[src/rtl/acc_sat_pkg.sv]
package acc_sat_pkg;

    localparam int DATA_W    = 32;
    localparam int ACC_W     = 2 * DATA_W;
    localparam int NUM_LANES = 5;
    localparam int SHIFT_W   = 5;
    localparam int SAT_W     = 16;

    typedef enum logic {
        MODE_ACC_EXTRACT = 1'b0,
        MODE_REG_SAT16   = 1'b1
    } op_mode_e;

    typedef struct packed {
        logic [DATA_W-1:0]  code;
        logic [ACC_W-1:0]   hi_lim;
        logic [ACC_W-1:0]   lo_lim;
        logic [DATA_W-1:0]  out_hi;
        logic [DATA_W-1:0]  out_lo;
        logic [SHIFT_W-1:0] shift;
    } lane_spec_t;

    typedef struct packed {
        logic              res_valid;
        logic [DATA_W-1:0] res;
        logic              vc_we;
        logic              v;
        logic              nz_we;
        logic              n;
        logic              z;
    } out_state_t;

    function automatic lane_spec_t lane_spec(input int idx);
        lane_spec_t s;
        case (idx)
            0: s = '{32'h0000_0020, 64'h0000_0000_7FFF_FFFF, 64'hFFFF_FFFF_8000_0000,
                     32'h7FFF_FFFF, 32'h8000_0000, 5'd0};
            1: s = '{32'h0000_0010, 64'h0000_0000_0000_7FFF, 64'hFFFF_FFFF_FFFF_8000,
                     32'h0000_7FFF, 32'h0000_8000, 5'd0};
            2: s = '{32'h0000_0008, 64'h0000_0000_0000_007F, 64'hFFFF_FFFF_FFFF_FF80,
                     32'h0000_007F, 32'h0000_0080, 5'd0};
            3: s = '{32'h0000_0009, 64'h0000_0000_0000_0080, 64'hFFFF_FFFF_FFFF_FF81,
                     32'h0000_0080, 32'h0000_0081, 5'd0};
            default: s = '{32'h0000_0030, 64'h0000_7FFF_FFFF_FFFF, 64'hFFFF_8000_0000_0000,
                     32'h7FFF_FFFF, 32'h8000_0000, 5'd16};
        endcase
        return s;
    endfunction

endpackage

[src/rtl/acc_clamp.sv]
module acc_clamp
    import acc_sat_pkg::*;
#(
    parameter int D_W   = DATA_W,
    parameter int A_W   = ACC_W,
    parameter int LANES = NUM_LANES
) (
    input  logic [A_W-1:0] acc_i,
    input  logic [D_W-1:0] sel_i,
    output logic           hit_o,
    output logic [D_W-1:0] res_o
);

    logic [LANES-1:0]          hit_v;
    logic [LANES-1:0][D_W-1:0] val_v;

    for (genvar i = 0; i < LANES; i++) begin : g_lane
        localparam lane_spec_t SP = lane_spec(i);
        logic [D_W-1:0] lane_val;

        always_comb begin
            if ($signed(acc_i) > $signed(SP.hi_lim)) begin
                lane_val = SP.out_hi;
            end else if ($signed(acc_i) < $signed(SP.lo_lim)) begin
                lane_val = SP.out_lo;
            end else begin
                lane_val = D_W'($signed(acc_i) >>> SP.shift);
            end
        end

        assign hit_v[i] = (sel_i == SP.code);
        assign val_v[i] = lane_val;
    end

    always_comb begin
        hit_o = 1'b0;
        res_o = '0;
        for (int k = 0; k < LANES; k++) begin
            if (hit_v[k]) begin
                hit_o = 1'b1;
                res_o = val_v[k];
            end
        end
    end

endmodule

[src/rtl/reg_sat16.sv]
module reg_sat16
    import acc_sat_pkg::*;
#(
    parameter int D_W = DATA_W,
    parameter int S_W = SAT_W
) (
    input  logic [D_W-1:0] src_i,
    output logic [D_W-1:0] res_o
);

    localparam logic [D_W-1:0] MAX_V = D_W'((64'd1 << (S_W - 1)) - 64'd1);
    localparam logic [D_W-1:0] MIN_V = ~MAX_V;

    always_comb begin
        if ($signed(src_i) >= $signed(MAX_V)) begin
            res_o = MAX_V;
        end else if ($signed(src_i) <= $signed(MIN_V)) begin
            res_o = MIN_V;
        end else begin
            res_o = src_i;
        end
    end

endmodule

[src/rtl/acc_sat_extract.sv]
module acc_sat_extract
    import acc_sat_pkg::*;
(
    input  logic              clk,
    input  logic              rst_n,
    input  logic              in_valid_i,
    input  logic              mode_i,
    input  logic [DATA_W-1:0] sel_i,
    input  logic [DATA_W-1:0] acc_hi_i,
    input  logic [DATA_W-1:0] acc_lo_i,
    input  logic              acc_ovf_i,
    input  logic [DATA_W-1:0] src_i,
    output logic              res_valid_o,
    output logic [DATA_W-1:0] res_o,
    output logic              vc_we_o,
    output logic              v_o,
    output logic              nz_we_o,
    output logic              n_o,
    output logic              z_o
);

    logic              clamp_hit;
    logic [DATA_W-1:0] clamp_res;
    logic [DATA_W-1:0] sat_res;
    op_mode_e          mode;
    out_state_t        st_d, st_q;

    assign mode = op_mode_e'(mode_i);

    acc_clamp u_clamp (
        .acc_i ({acc_hi_i, acc_lo_i}),
        .sel_i (sel_i),
        .hit_o (clamp_hit),
        .res_o (clamp_res)
    );

    reg_sat16 u_sat (
        .src_i (src_i),
        .res_o (sat_res)
    );

    always_comb begin
        st_d           = st_q;
        st_d.res_valid = 1'b0;
        st_d.vc_we     = 1'b0;
        st_d.nz_we     = 1'b0;
        if (in_valid_i) begin
            if (mode == MODE_ACC_EXTRACT) begin
                st_d.vc_we = 1'b1;
                st_d.v     = acc_ovf_i;
                if (clamp_hit) begin
                    st_d.res_valid = 1'b1;
                    st_d.res       = clamp_res;
                end
            end else begin
                st_d.res_valid = 1'b1;
                st_d.res       = sat_res;
                st_d.nz_we     = 1'b1;
                st_d.n         = sat_res[SAT_W-1];
                st_d.z         = (sat_res == '0);
            end
        end
    end

    always_ff @(posedge clk or negedge rst_n) begin
        if (!rst_n) begin
            st_q <= '0;
        end else begin
            st_q <= st_d;
        end
    end

    assign res_valid_o = st_q.res_valid;
    assign res_o       = st_q.res;
    assign vc_we_o     = st_q.vc_we;
    assign v_o         = st_q.v;
    assign nz_we_o     = st_q.nz_we;
    assign n_o         = st_q.n;
    assign z_o         = st_q.z;


    v_copy_chk: assert property (@(posedge clk) disable iff (!rst_n)
        (in_valid_i && !mode_i) |=> (vc_we_o && !nz_we_o && (v_o == $past(acc_ovf_i))));


    sat_flags_chk: assert property (@(posedge clk) disable iff (!rst_n)
        (in_valid_i && mode_i) |=> (nz_we_o && res_valid_o && !vc_we_o));


    sat_range_chk: assert property (@(posedge clk) disable iff (!rst_n)
        (res_valid_o && nz_we_o) |-> (($signed(res_o) <= 32767) && ($signed(res_o) >= -32768)));


    unsup_hold_chk: assert property (@(posedge clk) disable iff (!rst_n)
        (in_valid_i && !mode_i && !clamp_hit) |=> (!res_valid_o && $stable(res_o)));


    idle_quiet_chk: assert property (@(posedge clk) disable iff (!rst_n)
        !in_valid_i |=> (!res_valid_o && !vc_we_o && !nz_we_o));


    in_window_chk: assert property (@(posedge clk) disable iff (!rst_n)
        (in_valid_i && !mode_i && (sel_i == 32'h20) && (acc_hi_i == {DATA_W{acc_lo_i[DATA_W-1]}}))
        |=> (res_o == $past(acc_lo_i)));

endmodule

[config.mk]
export PLATFORM = sky130hd
export DESIGN_NAME = acc_sat_extract
export DESIGN_NICKNAME = d
export VERILOG_FILES = /design/src/rtl/acc_sat_pkg.sv /design/src/rtl/acc_clamp.sv /design/src/rtl/reg_sat16.sv /design/src/rtl/acc_sat_extract.sv
export SDC_FILE = /design/constraint.sdc
export NUM_CORES = 1
export LEC_CHECK = 0
export BUFFER_PORTS_ARGS = -buffer_cell sky130_fd_sc_hd__clkbuf_2
export CAP_MARGIN = 20
export CORE_ASPECT_RATIO = 1.1
export CORE_MARGIN = 2
export CORE_UTILIZATION = 46
export CTS_CLUSTER_DIAMETER = 150
export DETAILED_ROUTE_END_ITERATION = 12
export GPL_TIMING_DRIVEN = 0
export PLACE_DENSITY = 0.88
export SYNTH_ARGS = -nofsm -noshare
export SYNTH_HDL_FRONTEND = slang
export SYNTH_SLANG_ARGS = --single-unit
[constraint.sdc]
create_clock -name clk -period 1.15 [get_ports clk]
set_input_delay 0.23 -clock clk [delete_from_list [all_inputs] [get_ports clk]]
set_output_delay 0.23 -clock clk [all_outputs]
set_load 0.01 [all_outputs]
==> results of run 1 <==
## worst paths after layout
| path | depth (start not counted) | endpoint | from |
|---|---|---|---|
| hold / removal | 1 | res_o[2] | rst_n |
| setup reg to reg | 2 | res_o[15] | res_o[15] |
| setup / recovery | 9 | res_o[26] | acc_hi_i[31] |
| min in group clk | 2 | v_o | acc_ovf_i |
| hold reg to reg | 2 | z_o | z_o |
| max in group asynchronous | 1 | res_o[29] | rst_n |
## synthesized netlist by cell type, drive strengths merged, types with 7 or more instances
cell / instances / share of area, %
a22oi: 7 / 1.6
nor3: 25 / 6.2
nand2: 53 / 6.1
o22ai: 15 / 2.9
nor4: 31 / 7.7
nor2: 12 / 1.4
o21ai: 24 / 3.7
nand3: 8 / 1.6
o211ai: 8 / 1.8
a21o: 18 / 4.1
or4: 7 / 1.7
a21oi: 34 / 5.2
buf: 12 / 2.1
dfrtp: 38 / 29
clkbuf: 13 / 1.5
nand4: 29 / 6.0
## metal layers
layer	track usage [%]	routed length, um
met1	44.2	5700
met2	61.7	7810
met3	5.53	2000
met4	15.9	1160
met5	0	0
## stage by stage
stage	std cells	power (mW)	area, um^2
2_1_floorplan	402	2.22	3490
3_3_place_gp	655	2.86	4430
3_5_place_dp	655	2.90	4430
4_1_cts	693	4.41	5090
5_1_grt	708	4.83	5600
6_report	708	4.69	5600
## sequential cells by signal, summed over array words and instances (netlist names)
name / cells
n_o: 1
nz_we_o: 1
res_o: 32
res_valid_o: 1
v_o: 1
vc_we_o: 1
z_o: 1
## cells in the final DEF (no fill, tap or decap), types with 3 or more instances in the layout
cell type,n
clkbuf_2,152
nand2_1,50
dfrtp_1,38
buf_6,36
buf_4,32
nand4_1,28
a21oi_1,27
nor4_4,22
a21o_1,18
o21ai_1,17
o22ai_1,15
nor3_2,14
nor2_1,9
clkbuf_8,9
nor3_4,8
o211ai_1,8
a22oi_1,7
nor4_1,7
inv_1,6
a221o_1,6
a21oi_2,6
mux2i_1,6
or4_4,5
clkbuf_1,5
o21ai_0,5
buf_8,4
nand3_1,4
nor2_4,3
nand2_2,3
nand3_4,3
or3_1,3
nor3_1,3
buf_2,3
## power by group
part / switching [mW] / internal [mW]
Combinational: 0.920 / 0.698
Sequential: 0.111 / 1.51
Clock: 0.530 / 0.926
## timing repair
item / CTS / global route
hold endpoints to repair: 0 / 0
resized for setup: 61 / 104
gates cloned: 0 / 1
pin swaps: 28 / 41
hold buffers: 0 / 0
setup endpoints to repair: 35 / 35
buffers inserted: 31 / 14
## cell families after synthesis
logic type	synth area share, %
mux	2.18
xor+xnor	0.268
simple gates	34.6
compound gates	29.4
buf+inv	4.44
flops	29.1
## layout make-up
cell class	instances	area (um^2)	share of cell area [%]
Buffer	24	195	3.49
Clock buffer	6	82.6	1.47
Clock inverter	2	60.1	1.07
Inverter	7	27.5	0.492
Multi-Input combinational cell	332	2790	49.8
Sequential cell	38	951	17.0
Tap cell	85	106	1.90
Timing Repair Buffer	214	1390	24.8
## critical path: stages
cell and delay [ps]:
buf_6 130, nand2_1 80, nor2_1 510, a21o_1 270
buf_2 260, clkbuf_1 370, a21o_1 190, a21oi_1 100
nor3_4 190
==> results.json, run 1 <==
{
  "hold_ws_ps": 77.2,
  "syn_inst": 402,
  "diodes": 0,
  "rrSetupSlack_ps": 220,
  "setup_slack_ps": -960,
  "worst_slew_pin_slew_ps": 1010,
  "portBuffers": 168,
  "crit_required_ps": 1380,
  "slew_viol_final": 0,
  "cts_tree": "built",
  "fin_util_pct": 80.8,
  "cts_root_buffer": "clkbuf_8",
  "end_kind": "flip-flop",
  "cts_buffer_depth": 2,
  "syn_area_um2": 3270,
  "die_h_um": 92.4,
  "cp_max_fo": 10,
  "die_area_um2": 7790,
  "period_minus_slack_ps": 2110,
  "first_iter_violations": 696,
  "rsz0062_at_grt": "yes",
  "drtPass1Iterations": 7,
  "dp_worst_setup_slack_ps": -1380,
  "grt_max_degree": 39,
  "setup_viol": 36,
  "fillers": 415,
  "htreeDepth": 2,
  "antenna_found_initial": 0,
  "maxSlewHeadroom_pct": 32.5,
  "start_kind": "input pin",
  "ys_types": 64,
  "grt_usage_pct": 35.8,
  "finClkSkew_ps": 0,
  "grt_overflow": 0,
  "syn_avg_cell_area_um2": 8.12,
  "clk_pin_slew_worst_paths_ps": 80,
  "fin_crit_sh_pct": 184,
  "outcome": "finished, violations left",
  "pin_count": 171,
  "fmax_ghz": 0.474,
  "dp_hpwl_mm": 9.93,
  "grt_pass1_vias": 4575,
  "synth_flop_cell": "dfrtp_1",
  "synth_seq_cells": 38,
  "syn_nets": 535,
  "drive_gt1_share_pct": 53.1,
  "cts_sinks": 38,
  "vias": 4962,
  "min_path_type": "in2async",
  "peakVddDrop_uv": 986,
  "max_cap_viol_count": 0,
  "ys_warn_count": 0,
  "violations": "negative setup slack",
  "cts_buffers": 5,
  "routed_wl_mm": 16.7,
  "clock_latency_ps": 300,
  "rows": 32,
  "grt_pass1_wl_mm": 22.5,
  "initial_core_util_pct": 47.1,
  "final-hold-violation-count": 0,
  "ant_nets": 0,
  "synth_edf_count": 0,
  "drc": 0,
  "design.core.area_um2": 6930,
  "arrival_ps": 2340,
  "area_delta_synth_final_pct": 71.5,
  "critPathKind": "in2reg",
  "post_drt_wl_per_cell_um": 23.6,
  "gp_congestion": 0.999,
  "die_w_um": 84.3,
  "nNetsFinal": 755,
  "tns_ps": -28700,
  "via_per_inst": 7.01,
  "p_leak_nw": 2.44,
  "async_flop_share_pct": 100,
  "yosysSeqAreaShare_pct": 29.1,
  "cellPowerDensity_nw_per_um2": 838
}
Note: power is estimated with default switching activity, not from simulation.
==> run 2, diff against run 1 <==
Settings changed: CORE_MARGIN 2 to unset, CORE_UTILIZATION 46 to 42, PLACE_DENSITY 0.88 to 0.85.
Clock period 1.15 ns to 1.7 ns, I/O delays scaled along.
==> run 2 against run 1 <==
The flow still finishes with violations (negative setup slack). Non-clock buffer count is the same. Critical path depth unchanged. First-iteration DRC count down 30%. Routed wire length is 7.1% lower.
==> results.json, run 2 (synthesized netlist as in run 1, its figures left out) <==
{
  "diodes": 0,
  "fin_crit_sh_pct": 127,
  "nNetsFinal": 755,
  "area_delta_synth_final_pct": 68.4,
  "grt_usage_pct": 32.4,
  "grt_overflow": 0,
  "cp_max_fo": 10,
  "routed_wl_mm": 15.5,
  "setup_slack_ps": -459,
  "cts_tree": "built",
  "arrival_ps": 2340,
  "maxSlewHeadroom_pct": 63.5,
  "die_w_um": 86.1,
  "cellPowerDensity_nw_per_um2": 533,
  "first_iter_violations": 487,
  "critPathKind": "in2reg",
  "die_h_um": 94.5,
  "slew_viol_final": 0,
  "max_cap_viol_count": 0,
  "clk_pin_slew_worst_paths_ps": 80,
  "grt_pass1_vias": 4340,
  "crit_required_ps": 1880,
  "tns_ps": -11940,
  "cts_buffer_depth": 2,
  "rsz0062_at_grt": "yes",
  "pin_count": 171,
  "gp_congestion": 0.971,
  "die_area_um2": 8130,
  "start_kind": "input pin",
  "grt_pass1_wl_mm": 20.7,
  "swShare_pct": 34.7,
  "fmax_ghz": 0.463,
  "initial_core_util_pct": 43.7,
  "portBuffers": 168,
  "clockPowerShare_pct": 27.2,
  "drtPass1Iterations": 5,
  "final-hold-violation-count": 0,
  "drc": 0,
  "clock_latency_ps": 300,
  "finClkSkew_ps": 0,
  "dp_hpwl_mm": 10.1,
  "cts_buffers": 5,
  "via_per_inst": 6.59,
  "rrSetupSlack_ps": 780,
  "rows": 33,
  "vias": 4796,
  "htreeDepth": 2,
  "layout_common_cells": "155 x clkbuf_2, 50 x nand2_1, 38 x buf_4, 38 x dfrtp_1, 28 x nand4_1",
  "cts_sinks": 38,
  "hold_ws_ps": 278,
  "outcome": "finished, violations left",
  "largest_register_ffs": 32,
  "worst_slew_pin_slew_ps": 547,
  "post_drt_wl_per_cell_um": 21.3,
  "period_minus_slack_ps": 2160,
  "min_path_type": "in2reg",
  "grt_max_degree": 39,
  "end_kind": "flip-flop",
  "p_comb_share_pct": 35.5,
  "power_frac_seq_pct": 37.3,
  "final_common_cell": "clkbuf_2",
  "ant_nets": 0,
  "design.core.area_um2": 7470,
  "antenna_found_initial": 0,
  "violations": "negative setup slack",
  "cts_root_buffer": "clkbuf_8",
  "p_int_mw": 1.91,
  "setup_viol": 34,
  "peakVddDrop_uv": 496,
  "p_sw_mw": 1.02,
  "drive_gt1_share_pct": 53.9,
  "p_leak_nw": 2.42
}
[run 2: through the flow]
step / power (mW) / cells / setup slack, ps / util [%] / instance area, um^2
detailed placement: 1.97 / 675 / -964 / 59.6 / 4450
CTS: 2.77 / 702 / -357 / 65.7 / 4910
global route: 3.04 / 728 / -484 / 73.6 / 5500
floorplan: 1.50 / 402 / -490 / - / 3480
finish: 2.93 / 728 / -459 / 73.6 / 5500
global placement: 1.94 / 675 / -949 / 59.6 / 4450
[run 2: area by class of cell]
type                            count  area [um^2]
Buffer                             25          186
Clock buffer                        6         72.6
Tap cell                          105          131
Fill cell                         538         1970
Inverter                            7         40.0
Timing Repair Buffer              213         1340
Multi-Input combinational cell    332         2740
Clock inverter                      2         37.5
Sequential cell                    38          951
[run 2: power by group through the flow]
stage	sequential (mW)	combinational [mW]	clock [mW]
after floorplan	1.15	0.348	0
after global placement	1.10	0.838	0
after detailed placement	1.11	0.858	0
after CTS	1.09	0.899	0.783
after global routing	1.10	1.11	0.831
final	1.09	1.04	0.797
[run 2: per-layer routing]
metal / vias up / wire length [um] / GRT usage [%]
met4: 0 / 925 / 11.8
met3: 106 / 1840 / 6.21
li1: 2041 / - / -
met1: 2208 / 5460 / 39.7
met5: - / 0 / 0
met2: 441 / 7270 / 56.4
[run 2: worst paths after layout]
check	startpoint	to	depth (start not counted)
setup / recovery	acc_hi_i[16]	res_o[23]	9
hold / removal	acc_ovf_i	v_o	2
setup reg to reg	res_o[15]	res_o[15]	2
hold reg to reg	z_o	z_o	2
max in group asynchronous	rst_n	res_o[31]	3
min in group asynchronous	rst_n	res_o[5]	2
[run 2: what timing repair did]
item / 4_1_cts / 5_1_grt
buffers inserted: 18 / 24
cloned: 1 / 0
hold buffers: 0 / 1
gates resized for setup: 41 / 102
endpoints found under the setup margin: 34 / 34
hold endpoints to repair: 0 / 3
pin swaps: 27 / 35
[run 2: critical path, stage by stage]
cell and delay [ps]:
clkbuf_2 80, or3_1 380, clkbuf_8 170, o41ai_2 420, or3_4 270, nand3_4 160
clkbuf_4 240, o22ai_1 200, nor3_2 60
==> run 3, diff against run 2 <==
Settings changed: CORE_MARGIN set to 10.
==> run 3 against run 2 <==
The run still ends with negative setup slack left. Global-route usage down 8.5 points. Critical path depth unchanged. Utilization shrank 6.8 points. First-iteration DRC count is 32% lower. Routed wire length shrank 5.2%. Non-clock buffer count decreased by 24. Fmax is essentially flat. Register-to-register slack better by 70 ps. Cell count down 3.4%. Sequential power about the same. Clock-buffer cell count stayed put. Die area rose by 44%. Largest cell class unchanged. Largest power group unchanged. Highest routed layer unchanged.
==> results.json, run 3 (synthesized netlist as in run 1, its figures left out) <==
{
  "max_cap_viol_count": 0,
  "fmax_ghz": 0.463,
  "period_minus_slack_ps": 2160,
  "cts_buffers": 5,
  "p_leak_nw": 2.20,
  "fillers": 635,
  "final-hold-violation-count": 0,
  "rows": 33,
  "final_area_um2": 5020,
  "drive_gt1_share_pct": 48.2,
  "rsz0062_at_grt": "yes",
  "cts_buffer_depth": 2,
  "violations": "negative setup slack",
  "largest_register_ffs": 32,
  "layout_common_cells": "163 x clkbuf_2, 52 x nand2_1, 38 x dfrtp_1",
  "cts_tree": "built",
  "die_w_um": 104,
  "rrSetupSlack_ps": 850,
  "clk_pin_slew_worst_paths_ps": 80,
  "end_kind": "flip-flop",
  "initial_core_util_pct": 43.5,
  "setup_slack_ps": -460,
  "placed_area_um2": 4450,
  "gp_congestion": 0.967,
  "peakVddDrop_uv": 368,
  "seq_area_um2": 951,
  "grt_max_degree": 39,
  "nNetsFinal": 731,
  "post_drt_wl_per_cell_um": 20.9,
  "cp_max_fo": 10,
  "vias": 4343,
  "grt_usage_pct": 23.9,
  "first_iter_violations": 332,
  "finClkSkew_ps": 0,
  "grt_overflow": 0,
  "antenna_found_initial": 0,
  "arrival_ps": 2350,
  "multi_input_area_um2": 2580,
  "rr_worst_depth": 2,
  "htreeDepth": 2,
  "fin_crit_sh_pct": 127,
  "slew_viol_final": 0,
  "die_area_um2": 11700,
  "maxSlewHeadroom_pct": 32.6,
  "worst_slew_pin_slew_ps": 1010,
  "pin_count": 171,
  "routed_wl_mm": 14.7,
  "r2r-start": "res_o[2]",
  "portBuffers": 168,
  "outcome": "finished, violations left",
  "drc": 0,
  "design.core.area_um2": 7510,
  "critPathKind": "in2reg",
  "fin_util_pct": 66.7,
  "via_per_inst": 6.18,
  "diodes": 0,
  "ant_nets": 0,
  "drtPass1Iterations": 5,
  "cts_root_buffer": "clkbuf_8",
  "min_path_type": "in2async",
  "die_h_um": 112,
  "start_kind": "input pin",
  "cts_sinks": 38,
  "clock_latency_ps": 300,
  "final_common_cell": "clkbuf_2",
  "crit_required_ps": 1890,
  "grt_pass1_vias": 4525,
  "setup_viol": 32,
  "regToRegEndpoint": "res_o[2]",
  "area_delta_synth_final_pct": 53.6,
  "cellPowerDensity_nw_per_um2": 570,
  "grt_pass1_wl_mm": 23.4,
  "dp_hpwl_mm": 11.7
}
==> run 3: where the power goes <==
| group | switching, mW | internal, mW |
|---|---|---|
| clock network | 0.352 | 0.470 |
| logic | 0.548 | 0.401 |
| registers | 0.0700 | 1.02 |
==> run 3: layout make-up <==
class	instances	share of cell area (%)
tap	105	2.62
buffer	25	3.17
timing repair buffer	189	21.0
sequential	38	19.0
clock inverter	1	0.599
clock buffer	6	1.65
inverter	7	0.549
multi-input combinational	332	51.5
==> run 3: critical path, cell delays in order <==
cell,delay (ps)
clkbuf_2,90
or4_4,540
nor4_4,230
and2_4,210
nor4_2,50
a311o_2,360
nor3_4,250
buf_6,200
nor3_2,60
==> run 3: per-layer routing <==
layer	global-route usage, %	routed length [um]	vias to the layer above
li1	-	-	1994
met1	28.8	5780	2048
met2	40.2	7130	265
met3	8.01	1450	36
met4	5.85	338	0
met5	0	0	-
==> run 3: what timing repair did <==
action	in CTS	in global routing
setup buffers	17	3
endpoints found under the setup margin	34	32
gates cloned	1	0
pin swaps	28	11
gates resized for setup	43	27
hold buffers	0	0
==> run 3: how the worst max path moves through the flow <==
stage / from / end
6_report: acc_lo_i[2] / res_o[26]
5_1_grt: acc_lo_i[2] / res_o[26]
4_1_cts: acc_lo_i[2] / res_o[21]
3_5_place_dp: sel_i[8] / res_o[26]
3_3_place_gp: sel_i[25] / res_o[29]
2_1_floorplan: acc_lo_i[2] / res_o[21]
==> run 3: per-stage QoR <==
stage	setup slack, ps	hold slack (ps)	std cells	power [mW]	TNS [ps]
final	-460	193	703	2.86	-12130
after global routing	-546	261	703	2.99	-15150
after CTS	-436	243	700	2.83	-11080
after detailed placement	-961	473	675	1.98	-27360
after global placement	-923	464	675	1.96	-26120
after floorplan	-490	44.4	402	1.50	-12420
